**config.mk**
```make
export PLATFORM = sky130hd
export DESIGN_NAME = rail_seq_recorder
export DESIGN_NICKNAME = d
export VERILOG_FILES = /design/src/rtl/rsr_pkg.sv /design/src/rtl/rsr_window_ctrl.sv /design/src/rtl/rsr_log_flags.sv /design/src/rtl/rsr_rail_log.sv /design/src/rtl/rail_seq_recorder.sv
export SDC_FILE = /design/constraint.sdc
export NUM_CORES = 1
export LEC_CHECK = 0
export ABC_AREA = 1
export BUFFER_PORTS_ARGS = -buffer_cell sky130_fd_sc_hd__buf_2
export CORE_AREA = 5 5 119 121
export CTS_CLUSTER_SIZE = 14
export DETAILED_ROUTE_END_ITERATION = 10
export DIE_AREA = 0 0 124 126
export GPL_TIMING_DRIVEN = 0
export PLACE_DENSITY = 0.78
export RECOVER_POWER = 50
export SYNTH_ARGS = -nofsm -noshare
export SYNTH_HDL_FRONTEND = slang
export SYNTH_HIERARCHICAL = 1
export SYNTH_SLANG_ARGS = --single-unit
export TNS_END_PERCENT = 30
```
**constraint.sdc**
```tcl
create_clock -name clk -period 5.05 [get_ports clk]
set_clock_uncertainty 0.2 [all_clocks]
set_input_delay 0.2525 -clock clk [delete_from_list [all_inputs] [get_ports clk]]
set_output_delay 0.2525 -clock clk [all_outputs]
set_load 0.02 [all_outputs]
```
**src/rtl/rsr_pkg.sv**
```systemverilog
package rsr_pkg;

  typedef enum logic [1:0] {
    PH_RECORD = 2'b00,
    PH_GOOD   = 2'b01,
    PH_BAD    = 2'b10
  } seq_phase_e;

  // A log may be written in a window if overwrite is on or nothing is pending.
  function automatic logic gate_write(input logic ow_en, input logic pending);
    return ow_en | ~pending;
  endfunction

  // Threshold selection: sel=1 takes the off threshold.
  function automatic logic pick_cross(input logic sel, input logic uv, input logic off);
    return sel ? off : uv;
  endfunction

  function automatic seq_phase_e seq_verdict(input logic all_tagged, input logic any_bad);
    return (all_tagged && !any_bad) ? PH_GOOD : PH_BAD;
  endfunction

endpackage

```
**src/rtl/rsr_window_ctrl.sv**
```systemverilog
module rsr_window_ctrl
  import rsr_pkg::*;
#(
  parameter int N_RAILS     = 4,
  parameter int TAG_W       = 4,
  parameter int TS_W        = 16,
  parameter int TIMEOUT_CYC = 64
) (
  input  logic             clk,
  input  logic             rst_n,
  input  logic             act_i,
  input  logic             any_event_i,
  input  logic             all_tagged_i,
  input  logic             any_mismatch_i,
  output logic             win_start_o,
  output logic             rec_active_o,
  output logic [TAG_W-1:0] cnt_o,
  output logic [TS_W-1:0]  timer_o,
  output logic [1:0]       phase_o
);
  localparam logic [TS_W-1:0] LAST_TICK = TS_W'(TIMEOUT_CYC - 1);

  logic       act_q;
  logic       close_q;
  logic       timeout_w;
  seq_phase_e phase_q;

  assign win_start_o = act_i & ~act_q;
  assign timeout_w   = rec_active_o && (timer_o == LAST_TICK);
  assign phase_o     = phase_q;

  always_ff @(posedge clk or negedge rst_n) begin
    if (!rst_n) begin
      act_q        <= 1'b0;
      close_q      <= 1'b0;
      rec_active_o <= 1'b0;
      cnt_o        <= '0;
      timer_o      <= '0;
      phase_q      <= PH_RECORD;
    end else begin
      act_q <= act_i;
      if (win_start_o) begin
        rec_active_o <= 1'b1;
        close_q      <= 1'b0;
        cnt_o        <= '0;
        timer_o      <= '0;
        phase_q      <= PH_RECORD;
      end else begin
        if (timeout_w) begin
          rec_active_o <= 1'b0;
          close_q      <= 1'b1;
        end else if (rec_active_o) begin
          timer_o <= timer_o + TS_W'(1);
        end
        if (close_q) begin
          close_q <= 1'b0;
          phase_q <= seq_verdict(all_tagged_i, any_mismatch_i);
        end
        if (any_event_i) cnt_o <= cnt_o + TAG_W'(1);
      end
    end
  end

  AST_RISE_RESTART: assert property (@(posedge clk) disable iff (!rst_n)
    win_start_o |=> (rec_active_o && cnt_o == '0 && timer_o == '0 && phase_o == 2'b00));
  AST_CNT_BOUND: assert property (@(posedge clk) disable iff (!rst_n)
    (32'(cnt_o) <= N_RAILS));
  AST_TIMEOUT_CLOSE: assert property (@(posedge clk) disable iff (!rst_n)
    (timeout_w && !win_start_o) |=> !rec_active_o);
  AST_VERDICT_SET: assert property (@(posedge clk) disable iff (!rst_n)
    (close_q && !win_start_o) |=> (phase_o != 2'b00));

endmodule

```
**src/rtl/rsr_log_flags.sv**
```systemverilog
module rsr_log_flags
  import rsr_pkg::*;
(
  input  logic clk,
  input  logic rst_n,
  input  logic win_start_i,
  input  logic ow_en_i,
  input  logic wr_i,
  input  logic ack_i,
  input  logic clr_i,
  output logic grant_o,
  output logic allow_o,
  output logic rdy_o,
  output logic ovf_o
);
  assign grant_o = gate_write(ow_en_i, rdy_o);

  always_ff @(posedge clk or negedge rst_n) begin
    if (!rst_n) begin
      allow_o <= 1'b0;
      rdy_o   <= 1'b0;
      ovf_o   <= 1'b0;
    end else begin
      if (win_start_i) allow_o <= grant_o;
      if (wr_i)        rdy_o <= 1'b1;
      else if (ack_i)  rdy_o <= 1'b0;
      if (win_start_i && rdy_o) ovf_o <= 1'b1;
      else if (clr_i)           ovf_o <= 1'b0;
    end
  end

  AST_RDY_ON_WRITE: assert property (@(posedge clk) disable iff (!rst_n)
    wr_i |=> rdy_o);
  AST_OVF_ON_STALE: assert property (@(posedge clk) disable iff (!rst_n)
    (win_start_i && rdy_o) |=> ovf_o);
  AST_NO_WRITE_BLOCKED: assert property (@(posedge clk) disable iff (!rst_n)
    wr_i |-> allow_o);

endmodule

```
**src/rtl/rsr_rail_log.sv**
```systemverilog
module rsr_rail_log
  import rsr_pkg::*;
#(
  parameter int TAG_W = 4,
  parameter int TS_W  = 16
) (
  input  logic             clk,
  input  logic             rst_n,
  input  logic             win_start_i,
  input  logic             rec_active_i,
  input  logic             thr_sel_i,
  input  logic             uv_cross_i,
  input  logic             off_cross_i,
  input  logic [TAG_W-1:0] cnt_i,
  input  logic [TS_W-1:0]  timer_i,
  input  logic [TAG_W-1:0] exp_i,
  input  logic             tag_grant_i,
  input  logic             ts_grant_i,
  input  logic             tag_allow_i,
  input  logic             ts_allow_i,
  output logic             event_o,
  output logic             tagged_o,
  output logic             mismatch_o,
  output logic [TAG_W-1:0] tag_o,
  output logic [TS_W-1:0]  ts_o
);
  assign event_o = rec_active_i & pick_cross(thr_sel_i, uv_cross_i, off_cross_i)
                   & ~tagged_o & ~win_start_i;

  always_ff @(posedge clk or negedge rst_n) begin
    if (!rst_n) begin
      tagged_o   <= 1'b0;
      mismatch_o <= 1'b0;
      tag_o      <= '1;
      ts_o       <= '0;
    end else if (win_start_i) begin
      tagged_o   <= 1'b0;
      mismatch_o <= 1'b0;
      if (tag_grant_i) tag_o <= '1;
      if (ts_grant_i)  ts_o  <= '0;
    end else if (event_o) begin
      tagged_o <= 1'b1;
      if (tag_allow_i) begin
        tag_o      <= cnt_i;
        mismatch_o <= (cnt_i != exp_i);
      end
      if (ts_allow_i) ts_o <= timer_i;
    end
  end

  AST_TAG_HELD: assert property (@(posedge clk) disable iff (!rst_n)
    (tagged_o && !win_start_i) |=> $stable(tag_o));
  AST_BLOCKED_NO_CMP: assert property (@(posedge clk) disable iff (!rst_n)
    !tag_allow_i |-> !mismatch_o);
  AST_IDLE_NO_TAG: assert property (@(posedge clk) disable iff (!rst_n)
    (!rec_active_i && !win_start_i) |=> $stable(tagged_o));

endmodule

```
**src/rtl/rail_seq_recorder.sv**
```systemverilog
module rail_seq_recorder
  import rsr_pkg::*;
#(
  parameter int N_RAILS     = 4,
  parameter int TAG_W       = 4,
  parameter int TS_W        = 16,
  parameter int TIMEOUT_CYC = 64
) (
  input  logic                      clk,
  input  logic                      rst_n,
  input  logic                      act_i,
  input  logic [N_RAILS-1:0]        uv_cross_i,
  input  logic [N_RAILS-1:0]        off_cross_i,
  input  logic [N_RAILS-1:0]        thr_sel_i,
  input  logic                      tag_ow_en_i,
  input  logic                      ts_ow_en_i,
  input  logic [N_RAILS*TAG_W-1:0]  exp_tag_i,
  input  logic                      seq_irq_en_i,
  input  logic                      tag_ack_i,
  input  logic                      ts_ack_i,
  input  logic                      tag_ovf_clr_i,
  input  logic                      ts_ovf_clr_i,
  output logic                      rec_active_o,
  output logic [1:0]                phase_o,
  output logic [N_RAILS*TAG_W-1:0]  tag_log_o,
  output logic [N_RAILS*TS_W/2-1:0] ts_hi_o,
  output logic [N_RAILS*TS_W/2-1:0] ts_lo_o,
  output logic                      tag_rdy_o,
  output logic                      ts_rdy_o,
  output logic                      tag_ovf_o,
  output logic                      ts_ovf_o,
  output logic                      irq_n_o
);
  localparam int HALF_W = TS_W / 2;

  logic               win_start;
  logic [TAG_W-1:0]   cnt;
  logic [TS_W-1:0]    timer;
  logic [N_RAILS-1:0] rail_ev;
  logic [N_RAILS-1:0] rail_tagged;
  logic [N_RAILS-1:0] rail_bad;
  logic               any_event;
  logic               tag_wr;
  logic               ts_wr;
  logic               tag_grant, ts_grant;
  logic               tag_allow, ts_allow;

  assign any_event = |rail_ev;
  assign tag_wr    = any_event & tag_allow;
  assign ts_wr     = any_event & ts_allow;
  assign irq_n_o   = ~(seq_irq_en_i & (|rail_bad));

  rsr_window_ctrl #(
    .N_RAILS(N_RAILS), .TAG_W(TAG_W), .TS_W(TS_W), .TIMEOUT_CYC(TIMEOUT_CYC)
  ) u_win (
    .clk(clk), .rst_n(rst_n), .act_i(act_i),
    .any_event_i(any_event), .all_tagged_i(&rail_tagged), .any_mismatch_i(|rail_bad),
    .win_start_o(win_start), .rec_active_o(rec_active_o),
    .cnt_o(cnt), .timer_o(timer), .phase_o(phase_o)
  );

  rsr_log_flags u_tag_flags (
    .clk(clk), .rst_n(rst_n), .win_start_i(win_start), .ow_en_i(tag_ow_en_i),
    .wr_i(tag_wr), .ack_i(tag_ack_i), .clr_i(tag_ovf_clr_i),
    .grant_o(tag_grant), .allow_o(tag_allow), .rdy_o(tag_rdy_o), .ovf_o(tag_ovf_o)
  );

  rsr_log_flags u_ts_flags (
    .clk(clk), .rst_n(rst_n), .win_start_i(win_start), .ow_en_i(ts_ow_en_i),
    .wr_i(ts_wr), .ack_i(ts_ack_i), .clr_i(ts_ovf_clr_i),
    .grant_o(ts_grant), .allow_o(ts_allow), .rdy_o(ts_rdy_o), .ovf_o(ts_ovf_o)
  );

  for (genvar g = 0; g < N_RAILS; g++) begin : g_rail
    logic [TS_W-1:0] ts_full;
    rsr_rail_log #(.TAG_W(TAG_W), .TS_W(TS_W)) u_rail (
      .clk(clk), .rst_n(rst_n), .win_start_i(win_start), .rec_active_i(rec_active_o),
      .thr_sel_i(thr_sel_i[g]), .uv_cross_i(uv_cross_i[g]), .off_cross_i(off_cross_i[g]),
      .cnt_i(cnt), .timer_i(timer), .exp_i(exp_tag_i[g*TAG_W +: TAG_W]),
      .tag_grant_i(tag_grant), .ts_grant_i(ts_grant),
      .tag_allow_i(tag_allow), .ts_allow_i(ts_allow),
      .event_o(rail_ev[g]), .tagged_o(rail_tagged[g]), .mismatch_o(rail_bad[g]),
      .tag_o(tag_log_o[g*TAG_W +: TAG_W]), .ts_o(ts_full)
    );
    assign ts_hi_o[g*HALF_W +: HALF_W] = ts_full[TS_W-1 -: HALF_W];
    assign ts_lo_o[g*HALF_W +: HALF_W] = ts_full[HALF_W-1:0];
  end

  AST_IRQ_NEEDS_EN: assert property (@(posedge clk) disable iff (!rst_n)
    !irq_n_o |-> seq_irq_en_i);

endmodule

```
==> impl_results.md, run 1 <==
* Outcome: complete, no violations
* Htree depth at 4
* Share of the synthesized area in the top cell type at 39.32%
* Area delta synth->final at 22.91%
* CTS tree: yes
* Post-synth top flop: dfrtp_1
* Static Leak at 4.445 nW
* FF+latch count, synth at 119
* Clock tree buffer depth at 2
* Design area at 0.008056 sq mm
* MaxCap Viol Count at 0
* Crit-path max cell delay at 650 ps
* DR iter-0 viols at 422
* Period utilization at 56.19%
* Cell row count at 42
* Die area at 0.01562 sq mm
* Proportion of layout cells with a drive suffix above 1 at 19.63%
* Drt drc at 0
* Crit path cell chain: dlygate4sd3_1, clkbuf_1, inv_1, nor2_4, inv_2, buf_4, nand3_1, inv_1, nor2_1, nand2_1, nand2_1, inv_1, nand4_1, nand2_1, nor2_1
* Critical path buffers and inverters at 7
* WS Path Type: in -> reg
* I/O Buffers at 125
* Cell count along the critical path at 15
* Yosys warnings at 6
* Inserted Clock Buffers at 17
* Wire length per cell at 14.13 um
* Post-CTS resize count at 0
* Routed via count at 6037
* Period minus WS final at 2837 ps
* Cell Pwr Density at 433.6 mW/mm^2
* Hold depth at 5
* Top cells by area, synth: dfrtp_1, nand2_1, nand3b_1, dfstp_2, inv_1
* Initial core utilization at 50.50%
* RSZ-0062 raised after global routing: false
* Global placement routability congestion at 0.9086
* Avg Cell Area, Syn at 7.535 sq um
* Worst EP required at 5200 ps
* Post-CTS setup buffers at 0
* I/O pins at 126
* Critical path endpoint category: flop
* Hold crit path type: in -> reg
* Worst-Margin Slew at 1215 ps
* CP Launch Type: primary input
* Vias in the first global route at 5853
* Post-synth cell types at 29
* # hold bufs at CTS at 6
* Seq/Total Area, Yosys at 45.73%
* Crit Path Max Fanout at 33
* Mapped Area at 0.006555 sq mm
* Synthesized net count at 910
* Post-Syn Instances at 870
* Drt total wl at 17090 um
* Worst hold margin at 13.53 ps
* Crit-path slowest cell: nor2_4
* Total grt overflow at 0
* Filler cell count at 1228
* Worst slew margin at 19.01%
* CP arrival at 2990 ps
* Final Hold Vio Count at 0
* Clock Latency Late Sink at 420 ps
* Fin. max-slew vios at 0
* Ant diodes at 0
* Register-to-Register Path Depth at 12
* Gr usage total at 22.95%
* Synth top cells by count: nand2_1, dfrtp_1, inv_1
* Crit path max-delay family: simple AND/OR/NAND/NOR gates
* Die Ht at 126 um
* Routed Antenna Nets at 0
* Async S/R FF share, synth at 100.0%
* Final setup vio count at 0
* Largest net degree at the start of global routing at 100
* CTS root buffer: clkbuf_16
* Setup tns final at 0 ps
* FMAX at 0.3524 GHz
* Cell taking the most area after synthesis: dfrtp_1
* Top-count cell post-synth: nand2_1
* Chip width at 124 um
* Post-DP Area at 0.007435 sq mm
* Total clock sinks at 119
* Final HPWL DP at 11930 um
* EDFF count, synth at 0
* Worst vdd ir at 0.2253 mV
* Clock slew at reported path FFs at 50 ps
* Core area at 0.01298 sq mm
* Vias per cell at 4.989
* Worst reg2reg setup slack at 2330 ps
* # nets final at 1061
* First-pass GRT wire length at 27960 um
* Initial antenna violation count at 1
* TritonRoute pass-1 iters at 7
[power by group]
group / leakage (nW) / internal, W / total [W] / switching, W
Combinational: 2.59 / 0.000317 / 0.000908 / 0.000590
Sequential: 1.55 / 0.00116 / 0.00134 / 0.000175
Clock: 0.306 / 0.000836 / 0.00125 / 0.000413
Total: 4.45 / 0.00231 / 0.00349 / 0.00118
[registers in the layout (all words and copies together) (netlist names), 2 cells and up]
signal / flops
g_rail.u_rail/ts_o: 64
g_rail.u_rail/tag_o: 16
u_win/timer_o: 16
g_rail.u_rail/mismatch_o: 4
g_rail.u_rail/tagged_o: 4
u_win/cnt_o: 4
u_win/phase_o: 2
[layout make-up]
class                   count  area, sq um  share of cell area, %
plain buffers              27        214.0                  2.656
clock buffers              24        501.7                  6.228
clock inverters             8        117.6                  1.460
inverters                  86        325.3                  4.038
multi-input cells         638         3023                  37.52
flip-flops and latches    119         2998                  37.21
well taps                 176        220.2                  2.733
repair buffers            132        656.9                  8.153
[per-stage QoR]
step	setup slack (ps)	instances	util, %	power (W)
6_report	2213	1210	62.07	0.003493
5_1_grt	1961	1210	62.07	0.003701
4_1_cts	1788	1210	62.51	0.003525
3_5_place_dp	1883	1172	57.28	0.002261
3_3_place_gp	1986	1171	57.02	0.002232
2_1_floorplan	2572	870	-	0.001946
[worst reg2reg max path, delay by kind of cell, from the launching register on]
family | cells | cell delay [ps]
buffers and inverters | 4 | 560
flip-flops | 1 | 390
AND/OR/NAND/NOR | 8 | 1510
[cells by family after synthesis]
| logic type | synth area share (%) |
|---|---|
| simple gates | 42.22 |
| flops | 45.73 |
| buf+inv | 8.227 |
| compound gates | 2.233 |
| xor+xnor | 1.203 |
| fa+ha+maj | 0.3817 |
[placed cells by master, fill, tap and decap left out, types with 6 or more instances in the layout]
cell type | Yosys | layout
a21oi_1 | 10 | 10
buf_2 | 5 | 85
buf_4 | 16 | 16
clkbuf_1 | 0 | 47
clkbuf_16 | 0 | 17
dfrtp_1 | 103 | 103
dfstp_2 | 16 | 16
dlygate4sd3_1 | 0 | 6
inv_1 | 79 | 79
inv_2 | 6 | 6
nand2_1 | 384 | 384
nand2_2 | 12 | 12
nand2_4 | 14 | 14
nand3_1 | 30 | 30
nand3b_1 | 64 | 64
nand4_1 | 14 | 14
nor2_1 | 68 | 68
o21ai_0 | 6 | 6
xor2_1 | 9 | 9
[layer usage]
layer	vias to the layer above	GRT usage, %	part of all wire, %
met1	2737	30.28	42
met5	-	0	0.041
met3	36	5.112	9.2
li1	3001	-	-
met2	261	36.62	47
met4	2	9.149	1.9
[worst paths after layout]
kind,start,endpoint
worst max-delay path,act_i,u_win/cnt_o[3]
worst min-delay path,tag_ow_en_i,u_tag_flags/allow_o
max in group asynchronous,rst_n,g_rail[0].u_rail/tag_o[3]
min in group asynchronous,rst_n,g_rail[0].u_rail/ts_o[0]
worst min register to register,g_rail[1].u_rail/tag_o[0],g_rail[1].u_rail/tag_o[0]
worst max register to register,u_win/act_q,u_win/cnt_o[3]
Note: power is estimated with default switching activity, not from simulation.
==> inputs of run 2 (changes only) <==
CORE_AREA = 5 5 120 122   (was 5 5 119 121)
DIE_AREA = 0 0 125 127   (was 0 0 124 126)
PLACE_DENSITY = 0.8   (was 0.78)
clock period = 2.4 ns   (was 5.05 ns; I/O delays follow)
==> run 2 against run 1 <==
Hold slack improved by 19 ps. Die area grew 1.6%. Flip-flop and latch count unchanged. Worst setup slack lost 2000 ps. Global-route usage fell by 0.10 points. Highest routed layer is now met4. Critical path depth down 2. Via count grew 2.9%. Sequential share of layout area decreased by 1.2 points. Register-to-register slack worse by 2100 ps. Sequential power grew 110%. Combinational power rose by 120%. Critical path type is now reg -> reg.
==> impl_results.md, run 2 (synthesized netlist as in run 1, its figures left out) <==
* Outcome: complete, no violations
* Chip width at 125 um
* Final Hold Vio Count at 0
* Area of the multi-input gates at 0.003032 sq mm
* Final setup vio count at 0
* Final core occ at 63.64%
* Drt drc at 0
* Fin. max-slew vios at 0
* Total grt overflow at 0
* Global placement routability congestion at 0.9166
* Crit-path slowest cell: dfrtp_1
* Routed via count at 6210
* Max reg flops at 64
* Commonest non-fill, non-tap cell in the layout: nand2_1
* Largest net degree at the start of global routing at 74
* Total clock sinks at 119
* Cell Pwr Density at 869.4 mW/mm^2
* Gr usage total at 22.84%
* Area delta synth->final at 27.03%
* Die Ht at 127 um
* Clock tree buffer depth at 2
* FMAX at 0.4553 GHz
* TritonRoute pass-1 iters at 5
* Crit. Startpoint: u_win/act_q
* Die area at 0.01588 sq mm
* First-pass GRT wire length at 29260 um
* I/O pins at 126
* Proportion of layout cells with a drive suffix above 1 at 19.49%
* Filler cell count at 1175
* Inserted Clock Buffers at 17
* Worst slew margin at 25.25%
* CTS root buffer: clkbuf_16
* Design area at 0.008327 sq mm
* Cell row count at 42
* Period minus WS final at 2196 ps
* Initial core utilization at 50.10%
* Register-to-Register Path Depth at 13
* Crit path cell chain: nor2_4, buf_12, inv_2, buf_4, nand3_1, inv_1, nor2_1, nand2_2, nand2_1, inv_1, nand4_1, nand2_1, nor2_1
* MaxCap Viol Count at 0
* # nets final at 1095
* Worst-Margin Slew at 1121 ps
* Largest Register: g_rail.u_rail/ts_o
* Worst EP required at 2550 ps
* Min-delay src: uv_cross_i[1]
* Vias in the first global route at 6079
* Critical path buffers and inverters at 5
* Top flop regs: g_rail.u_rail/ts_o x64, g_rail.u_rail/tag_o x16, u_win/timer_o x16
* Crit Path Max Fanout at 14
* Initial antenna violation count at 0
* CP Launch Type: flop
* Critical path endpoint category: flop
* CTS tree: yes
* Final HPWL DP at 12110 um
* Vias per cell at 4.996
* Drt total wl at 17750 um
* I/O Buffers at 125
* Period utilization at 91.51%
* Ant diodes at 0
* WS Path Type: reg -> reg
* Hold crit path type: in -> reg
* Post-DP Area at 0.007440 sq mm
* Core area at 0.01309 sq mm
* Clock slew at reported path FFs at 60 ps
* Worst setup margin at 203.9 ps
* Hold depth at 7
* Routed Antenna Nets at 0
* DR iter-0 viols at 478
* Most frequent cells in the layout: nand2_1, dfrtp_1, buf_2, inv_1, nor2_1
* Crit path max-delay family: simple AND/OR/NAND/NOR gates
* Cell count along the critical path at 13
* FF+latch area at 0.002998 sq mm
* Static Leak at 4.553 nW
* Wire length per cell at 14.28 um
* Worst vdd ir at 0.7799 mV
* Htree depth at 4
* R2r startpoint: u_win/act_q
* Crit-path max cell delay at 450 ps
* CP arrival at 2350 ps
* Clock Latency Late Sink at 420 ps
* Place WS at -209.0 ps
[run 2: cell count changes in the layout (fill, tap and decap cells not counted), sizes merged]
cell         delta
clkinvlp        +2
dlygate4sd3    +30
buf             +3
nor2            +1
clkbuf          -1
bufinv          -2
[run 2: final timing paths]
| check | endpoint | slack (ps) |
|---|---|---|
| max in group asynchronous | g_rail[1].u_rail/tagged_o | 510 |
| min reg2reg | g_rail[3].u_rail/tag_o[3] | 260 |
| min in group asynchronous | g_rail[0].u_rail/ts_o[1] | 260 |
| max reg2reg | u_win/cnt_o[3] | 200 |
| min | g_rail[1].u_rail/mismatch_o | 30 |
| max | u_win/cnt_o[3] | 200 |
[run 2: cell type report]
cell class / count / area share (%)
clock buffer: 23 / 5.860
timing repair buffer: 165 / 11.74
tap: 176 / 2.645
multi-input combinational: 639 / 36.41
inverter: 86 / 3.907
buffer: 27 / 2.569
sequential: 119 / 36.00
clock inverter: 8 / 0.8715
[run 2: metrics by stage]
| step | total power, W | setup TNS (ps) | hold WS, ps | std cells |
|---|---|---|---|---|
| 5_1_grt | 0.007654 | -6.483 | 35.03 | 1243 |
| 3_5_place_dp | 0.004757 | -584.4 | -125.4 | 1172 |
| 3_3_place_gp | 0.004699 | -46740 | 42.35 | 1171 |
| 6_report | 0.007239 | 0 | 32.68 | 1243 |
| 4_1_cts | 0.007291 | 0 | 2.215 | 1240 |
| 2_1_floorplan | 0.004095 | 0 | -375.6 | 870 |
[run 2: timing repair]
item                                    CTS  global route
cloned                                    1             0
hold buffers                             36             0
pin swaps                                 1             1
buffers inserted                          0             3
endpoints found under the hold margin   122             0
endpoints found under the setup margin    5             4
gates resized for setup                   0             1
[run 2: tightest hold or removal path: stages]
cell and delay [ps]:
buf_2 100, nor2_1 100, nor2_1 50, nand3_1 80
nor2_1 50, nand2_1 50, nand2_1 50
[run 2: layer usage]
layer  GRT usage (%)  wire length [um]  up-vias
li1                -                 -     3076
met1           28.49              7291     2851
met2           38.25              8428      243
met3           5.843              1607       40
met4           9.184               426        0
met5               0                 0        -
[run 2: report_power, final]
group	total (W)	internal [W]	switching, W
Sequential	0.00280	0.00244	0.000355
Clock	0.00240	0.00152	0.000882
Combinational	0.00204	0.000764	0.00128
